`config.mk`:
```
export PLATFORM = sky130hd
export DESIGN_NAME = seg_guard
export DESIGN_NICKNAME = d
export VERILOG_FILES = /design/src/rtl/seg_guard.sv
export SDC_FILE = /design/constraint.sdc
export NUM_CORES = 2
export LEC_CHECK = 0
export CELL_PAD_IN_SITES_DETAIL_PLACEMENT = 1
export CELL_PAD_IN_SITES_GLOBAL_PLACEMENT = 2
export CORE_MARGIN = 1.5
export CORE_UTILIZATION = 36
export CTS_CLUSTER_DIAMETER = 150
export DETAILED_ROUTE_END_ITERATION = 10
export PLACE_DENSITY_LB_ADDON = 0.1
export SLEW_MARGIN = 0
export SYNTH_ARGS = -nofsm -noshare
export SYNTH_HDL_FRONTEND = slang
export SYNTH_SLANG_ARGS = --single-unit
```
`constraint.sdc`:
```
create_clock -name clk -period 7.6 [get_ports clk]
set_input_delay 1.9 -clock clk [delete_from_list [all_inputs] [get_ports clk]]
set_output_delay 1.9 -clock clk [all_outputs]
set_load 0.01 [all_outputs]
```
`src/rtl/seg_guard.sv`:
```
module seg_guard #(
  parameter int ADDR_W = 8,
  parameter int DATA_W = 8,
  parameter int SEG_W  = 4,
  parameter int VMID_W = 4
) (
  input  logic              clk,
  input  logic              rst_n,
  input  logic              acc_valid,
  input  logic              acc_write,
  input  logic [ADDR_W-1:0] acc_addr,
  input  logic [DATA_W-1:0] acc_wdata,
  input  logic [VMID_W-1:0] acc_vmid,
  output logic              acc_ready,
  output logic              rsp_valid,
  output logic              rsp_fault,
  output logic [DATA_W-1:0] rsp_rdata,
  input  logic              asg_valid,
  input  logic [SEG_W-1:0]  asg_seg,
  input  logic [VMID_W-1:0] asg_vmid,
  output logic              asg_err,
  input  logic              rel_valid,
  input  logic [VMID_W-1:0] rel_vmid,
  output logic              busy
);
  localparam int NSEG  = 1 << SEG_W;
  localparam int OFS_W = ADDR_W - SEG_W;
  localparam int DEPTH = 1 << ADDR_W;

  logic [DATA_W-1:0] mem [DEPTH];
  logic              own_v  [NSEG];
  logic [VMID_W-1:0] own_id [NSEG];
  logic [NSEG-1:0]   scrub_mask;
  logic [OFS_W-1:0]  scrub_ofs;
  logic [SEG_W-1:0]  cur_seg;

  logic [SEG_W-1:0] acc_seg;
  logic             take, hit;

  assign busy      = |scrub_mask;
  assign acc_ready = !busy;
  assign acc_seg   = acc_addr[ADDR_W-1 -: SEG_W];
  assign take      = acc_valid && !busy;
  assign hit       = own_v[acc_seg] && (own_id[acc_seg] == acc_vmid);

  always_comb begin
    cur_seg = '0;
    for (int i = NSEG - 1; i >= 0; i--)
      if (scrub_mask[i]) cur_seg = SEG_W'(i);
  end

  always_ff @(posedge clk) begin
    if (busy)
      mem[{cur_seg, scrub_ofs}] <= '0;
    else if (take && hit && acc_write)
      mem[acc_addr] <= acc_wdata;
  end

  always_ff @(posedge clk) begin
    if (!rst_n) begin
      rsp_valid <= 1'b0;
      rsp_fault <= 1'b0;
      rsp_rdata <= '0;
    end else begin
      rsp_valid <= take;
      rsp_fault <= take && !hit;
      rsp_rdata <= (take && hit && !acc_write) ? mem[acc_addr] : '0;
    end
  end

  always_ff @(posedge clk) begin
    if (!rst_n) begin
      for (int i = 0; i < NSEG; i++) begin
        own_v[i]  <= 1'b0;
        own_id[i] <= '0;
      end
      scrub_mask <= '0;
      scrub_ofs  <= '0;
      asg_err    <= 1'b0;
    end else begin
      asg_err <= 1'b0;
      if (busy) begin
        scrub_ofs <= scrub_ofs + 1'b1;
        if (&scrub_ofs) scrub_mask[cur_seg] <= 1'b0;
      end else if (rel_valid) begin
        scrub_ofs <= '0;
        for (int i = 0; i < NSEG; i++)
          if (own_v[i] && own_id[i] == rel_vmid) begin
            own_v[i]      <= 1'b0;
            own_id[i]     <= '0;
            scrub_mask[i] <= 1'b1;
          end
      end else if (asg_valid) begin
        if (own_v[asg_seg]) asg_err <= 1'b1;
        else begin
          own_v[asg_seg]  <= 1'b1;
          own_id[asg_seg] <= asg_vmid;
        end
      end
    end
  end
endmodule

```
Word-level counts from Yosys, hierarchy flattened
Memories as Yosys holds them, arrays and structs flattened. A register that Yosys moved wholly into a read port is not among the register bits.
Cells that the tools add are included.
{ "op_classes": {"n_addsub": 1, "multipliers": 0, "div_mod_pow": 0, "magnitude_cmp": 2, "eq_ne": 18, "shifts": 0, "n_mux": 173, "bitwise": 36, "n_reduce_logical": 67} }
{ "ops": {"columns": ["operator", "n"], "rows": [
  ["4-bit 2-to-1 mux", 37],
  ["1-bit 2-to-1 mux", 130],
  ["4-bit equality test", 17],
  ["16-bit 2-to-1 mux", 3],
  ["3-bit AND reduction", 16],
  ["2-bit nonzero test", 17],
  ["1-bit bitwise OR", 32],
  ["1-bit logical AND", 23],
  ["19-bit OR reduction", 1],
  ["16-bit AND", 1],
  ["8-bit 2-to-1 mux", 2],
  ["16-bit inverter", 1],
  ["16-bit OR reduction", 1],
  ["8-bit OR reduction", 1],
  ["4-bit by 5-bit < comparator with 1-bit output, second input constant", 1],
  ["4-bit by 1-bit adder with 4-bit output, second input constant", 1],
  ["1-bit demux with 4-bit select", 1],
  ["4-bit by 1-bit >= comparator with 1-bit output, second input constant", 1],
  ["1-bit zero test", 4],
  ["4-bit AND reduction", 1],
  ["4-bit OR reduction", 1],
  ["2-bit by 1-bit inequality test with 1-bit output, second input constant", 1],
  ["1-bit inverter", 2],
  ["2-bit AND reduction", 1],
  ["1-bit OR reduction", 1]
]} }
{ "word_totals": {"reg_bits": 23, "latch_bits": 0, "ram_bits": 2128, "romBits": 0, "inputBits": 38, "output_inout_bits": 13, "word_cells": 320, "mem_count": 3} }
{ "memory_table": {"columns": ["name", "depth", "width", "rd", "rd_ports_with_merged_regs", "wr", "line", "rtl"], "rows": [
  ["mem", 256, 8, 1, 1, 1, "30", "logic [DATA_W-1:0] mem [DEPTH];"],
  ["own_id", 16, 4, 17, 0, 16, "32", "logic [VMID_W-1:0] own_id [NSEG];"],
  ["own_v", 16, 1, 18, 0, 16, "31", "logic own_v [NSEG];"]
]} }

Longest topological paths before layout
{ "logic_depth": {"word_depth": 24, "depth_mapped": 12, "depth_no_buf": 7} }

Worst setup path after synthesis
Ideal clock, no wire load.
{ "synth_path": {"kind": "input port to flip-flop", "from": "input acc_addr[5]", "to": "memory mem[0][0], data pin", "setup_time_ns": 0.875, "t_arrival_ns": 7.135, "required_ns": 6.725, "slack_ns": -0.410, "path_stages": 8, "path_buffers": 3, "cell_sequence": "buf_6 > buf_6 > mux4_2 > mux4_2 > xor2_1 > nor3_1 > buf_2 > and3_1"} }
{ "synth_between": {"elab_chain_cells": 10, "elab_cells_between_ends": 11, "classes_between": "eq/ne: 1; mux: 4; reduce/logical: 4; memory: 2"} }
{ "synth_lines": {"columns": ["element", "line", "rtl"], "rows": [
  ["start: declaration", "11", "input logic [ADDR_W-1:0] acc_addr,"],
  ["memory read 16 x 4 bit", null, null],
  ["4-bit equality test", "44", "assign hit = own_v[acc_seg] && (own_id[acc_seg] == acc_vmid);"],
  ["1-bit logical AND (*)", "44", null],
  ["1-bit logical AND (*) (2 in series)", "55", "else if (take && hit && acc_write)"],
  ["1-bit 2-to-1 mux (*)", "55", null],
  ["1-bit 2-to-1 mux (*)", "53", "if (busy)"],
  ["1-bit 2-to-1 mux (implied by the code) (*)", "56", "mem[acc_addr] <= acc_wdata;"],
  ["8-bit OR reduction (no source line) (*)", null, null],
  ["8-bit 2-to-1 mux (no source line) (*)", null, null],
  ["end: declaration", "30", null]
]} }
Mark *: on every way between the ends. The rest lies on a longest branch, timed or not.

Worst setup path in the final report
{ "layout_path": {"from": "register scrub_mask[8]", "to": "output acc_ready"} }
{ "layout_between": {"elab_chain_cells": 2} }
{ "layout_lines": {"columns": ["element", "line", "rtl"], "rows": [
  ["start: declaration", "33", "logic [NSEG-1:0] scrub_mask;"],
  ["start signal: assignment", "77", "scrub_mask <= '0;"],
  ["start signal: indexed assignment", "84", "if (&scrub_ofs) scrub_mask[cur_seg] <= 1'b0;"],
  ["start signal: indexed assignment", "91", "scrub_mask[i] <= 1'b1;"],
  ["16-bit OR reduction", "40", "assign busy = |scrub_mask;"],
  ["1-bit zero test", "41", "assign acc_ready = !busy;"],
  ["end: declaration", "14", "output logic acc_ready,"]
]} }
Every way passes these cells.

==> flow_summary.yaml <==
outcome:
  run_status: "finished with violations"
  violations: "design-rule violations"
placement:
  port-buffer-count: 50
  detailed_place_hpwl_mm: 174
  gp_congestion: 0.825
  post_dp_cell_area_um2: 92900
cts:
  insertion_delay_ns: 0.90
  cts.htree.levels: 4
  cts_resized: 0
  clk_pin_slew_ns: 0.06
  sinks_on_the_clock_net: 2159
  ctsRootBufferMaster: "clkbuf_16"
  tritoncts_clock_tree: "yes"
  cts_made_buffers: 229
  cts.path.max_buffers: 3
  hold_buffers: 0
  cts.repair_timing.setup_buffer_count: 0
critical_path:
  path_class: "reg2out"
  worstPathMaxFanout: 10
  r2r.worst_path.cells: 6
  worst_setup_path_end_kind: "output port"
  cp_data_required_time_ns: 5.70
  critical_path_arrival_ns: 4.32
  crit_path_start_kind: "register"
floorplan:
  die_area_um2: 242000
  io_pins: 51
  die_height_um: 492
  start_util_pct: 36.2
  num_rows: 179
  die_w_um: 492
  floorplan.core_area_um2: 238000
timing:
  timing.slew.headroom_pct: 13.9
  slew_viol_final: 0
  hold-worst-slack_ns: 0.523
  fin_skew_ns: 0.0577
  worstMarginPinSlew_ns: 1.29
  final_critical_path_required_period_ns: 6.22
  final-hold-violation-count: 0
  tns_ns: 0
  rsz0062_at_grt: "false"
  final-setup-viol-count: 0
  achievable-frequency_ghz: 0.161
  layout_worst_path_cycle_share_pct: 81.9
logic_synthesis:
  cell_types_with_the_largest_area_share_after_synthesis: "edfxtp_1 74%, mux4_2 14%, a22oi_1 3.0%, a211oi_1 1.1%, dfxtp_1 1.1%"
  synth_cell_types: 59
  number_of_enable_type_register_cells_in_the_synthesized_netlist: 2112
  synth-seq-cells: 2159
  postSynth.asyncResetShare_pct: 0
  postSynthCellCount: 4254
  syn-cell-area_um2: 86100
  synthesis.nets: 4293
  synth_largest_area_cell: "edfxtp_1"
  synth.yosys.seq_area_share_pct: 74.8
  yosys_warnings: 0
  yosys_most_used_dff: "edfxtp_1"
  synthesis.area_per_instance_um2: 20.2
  synth_top_cell_area_share_pct: 73.7
drt:
  detail_route.wl_per_cell_um: 34.1
  postRouteWirelength_mm: 271
  drcViolationCount: 4
  detail_route.first_pass.iterations: 8
  routed_via_density: 5.72
  dr.first_iter.drc_count: 4172
  ant_nets: 0
  route.vias.total: 45400
global_route:
  grt_first_pass_wirelength_mm: 382
  grt_pass1_vias: 47600
  grt_antenna_before_repair: 10
  maximum_number_of_pins_on_one_net_before_global_route_repair: 170
  grt-ovfl-total: 0
  grt.total_usage_pct: 22.4
layout:
  signed_area_change_from_the_synthesized_netlist_to_the_final_layout_pct: 16.5
  layout.cell_area.non_filler_um2: 100000
  final_layout_size_suffix_gt1_share_pct: 28.0
  fill_cells: 22300
  nets: 4619
  ff_latch_area_um2: 64400
  multiInputGateArea_um2: 20800
min_path:
  hold-path-cell-count: 2
  min-delay-path-class: "reg2reg"
power_and_ir_drop:
  p_per_area_nw_per_um2: 248
  leakage_nw: 32.2
  ir_drop_mv: 0.215
job:
  cap_viol_max_count: 0
==> path summary, 6_finish.rpt <==
| kind | start | to | slack (ns) |
|---|---|---|---|
| max | scrub_mask[8] | acc_ready | 1.38 |
| min | scrub_mask[6] | scrub_mask[6] | 0.52 |
| max reg2reg | scrub_mask[8] | mem[180][6] | 1.81 |
| min reg2reg | scrub_mask[6] | scrub_mask[6] | 0.52 |
==> synth_stat cells, types with 4 or more instances <==
cell type,count
a31oi_1,4
nand2_1,50
xor2_1,50
dfxtp_1,47
a21oi_1,156
o31ai_1,4
mux2i_1,9
clkbuf_1,224
and2_1,18
o32ai_1,27
a22oi_1,344
xnor2_1,16
a21o_1,8
nand4_1,30
o21ai_0,33
a32oi_1,7
buf_2,36
buf_1,59
nand4_2,12
nand3_1,21
nor4_1,20
nor2_1,52
o22ai_1,4
a21boi_0,4
a2111oi_0,4
or2_2,5
nor3_1,71
o41ai_1,32
nor2b_1,16
a2bb2o_1,6
nand3b_1,4
nand2b_1,17
a211oi_1,131
edfxtp_1,2112
and3_1,27
a211oi_2,15
inv_1,13
o211ai_1,4
mux4_2,535
==> metrics by stage <==
step	power [mW]	cells	setup slack, ns	utilization [%]
2_1_floorplan	13.6	4254	1.46	-
3_3_place_gp	14.0	7516	0.631	39.0
4_1_cts	25.1	7937	1.42	42.1
3_5_place_dp	14.0	7516	0.730	39.0
6_report	24.8	7940	1.38	42.1
5_1_grt	25.5	7938	1.38	42.1
==> layer usage <==
layer / global-route usage (%) / routed length (µm)
met1: 31.7 / 120000
met2: 35.7 / 128000
met3: 3.64 / 14300
met4: 6.31 / 7380
met5: 0 / 13
==> power breakdown <==
group	total (mW)	internal [mW]	switching (mW)	leakage (nW)
Sequential	12.9	12.9	0.0186	21.1
Combinational	0.833	0.296	0.536	7.48
Clock	11.1	6.35	4.73	3.59
Total	24.8	19.5	5.29	32.2
==> placed cells by master, fill, tap and decap left out, types with 17 or more instances in the layout <==
cell type and count:
clkbuf_1 66, a21oi_1 154, clkdlybuf4s50_1 46, and2_1 17
nand4_1 30, buf_4 332, dfxtp_1 47, mux4_2 535
nor4_1 20, clkinv_2 37, o21ai_0 33, buf_12 36
nor3_1 70, a211oi_2 43, a211oi_1 103, nor2_1 49
clkbuf_16 235, edfxtp_1 2112, xor2_1 50, and3_1 18
nand3_1 21, o41ai_1 25, a22oi_1 344, nand2_1 39
clkinv_1 40, o32ai_1 23, bufinv_16 18
==> sequential cells by signal (all words and copies together), names as in the netlist <==
name / flops
rsp_fault: 1
rsp_rdata: 8
asg_err: 1
own_v: 16
rsp_valid: 1
own_id: 64
mem: 2048
scrub_ofs: 4
scrub_mask: 16
==> worst max-delay path, cell delays in order (launching register included) <==
cell	delay, ns
dfxtp_1	0.38
nor4_1	0.95
nand4_1	0.89
clkinv_1	0.61
clkdlybuf4s50_1	0.62
==> kinds of logic after synthesis <==
group	Yosys count	share of synthesized area [%]
AOI/OAI and AO/OA	794	6.60
xor gates and xnor gates	66	0.672
adders and majority gates	1	0.0145
buffers and inverters	337	1.55
DFF	2159	74.8
muxes	546	14.1
and+or+nand+nor	351	2.24
==> area by class of cell <==
class | count | area share [%]
flip-flops and latches | 2159 | 64.2
multi-input cells | 1758 | 20.7
clock buffers | 309 | 6.22
well taps | 3167 | 3.95
repair buffers | 418 | 3.70
clock inverters | 112 | 1.14
inverters | 14 | 0.0524
diodes | 3 | 0.00749
No activity file was read; power rests on OpenSTA's default activity.
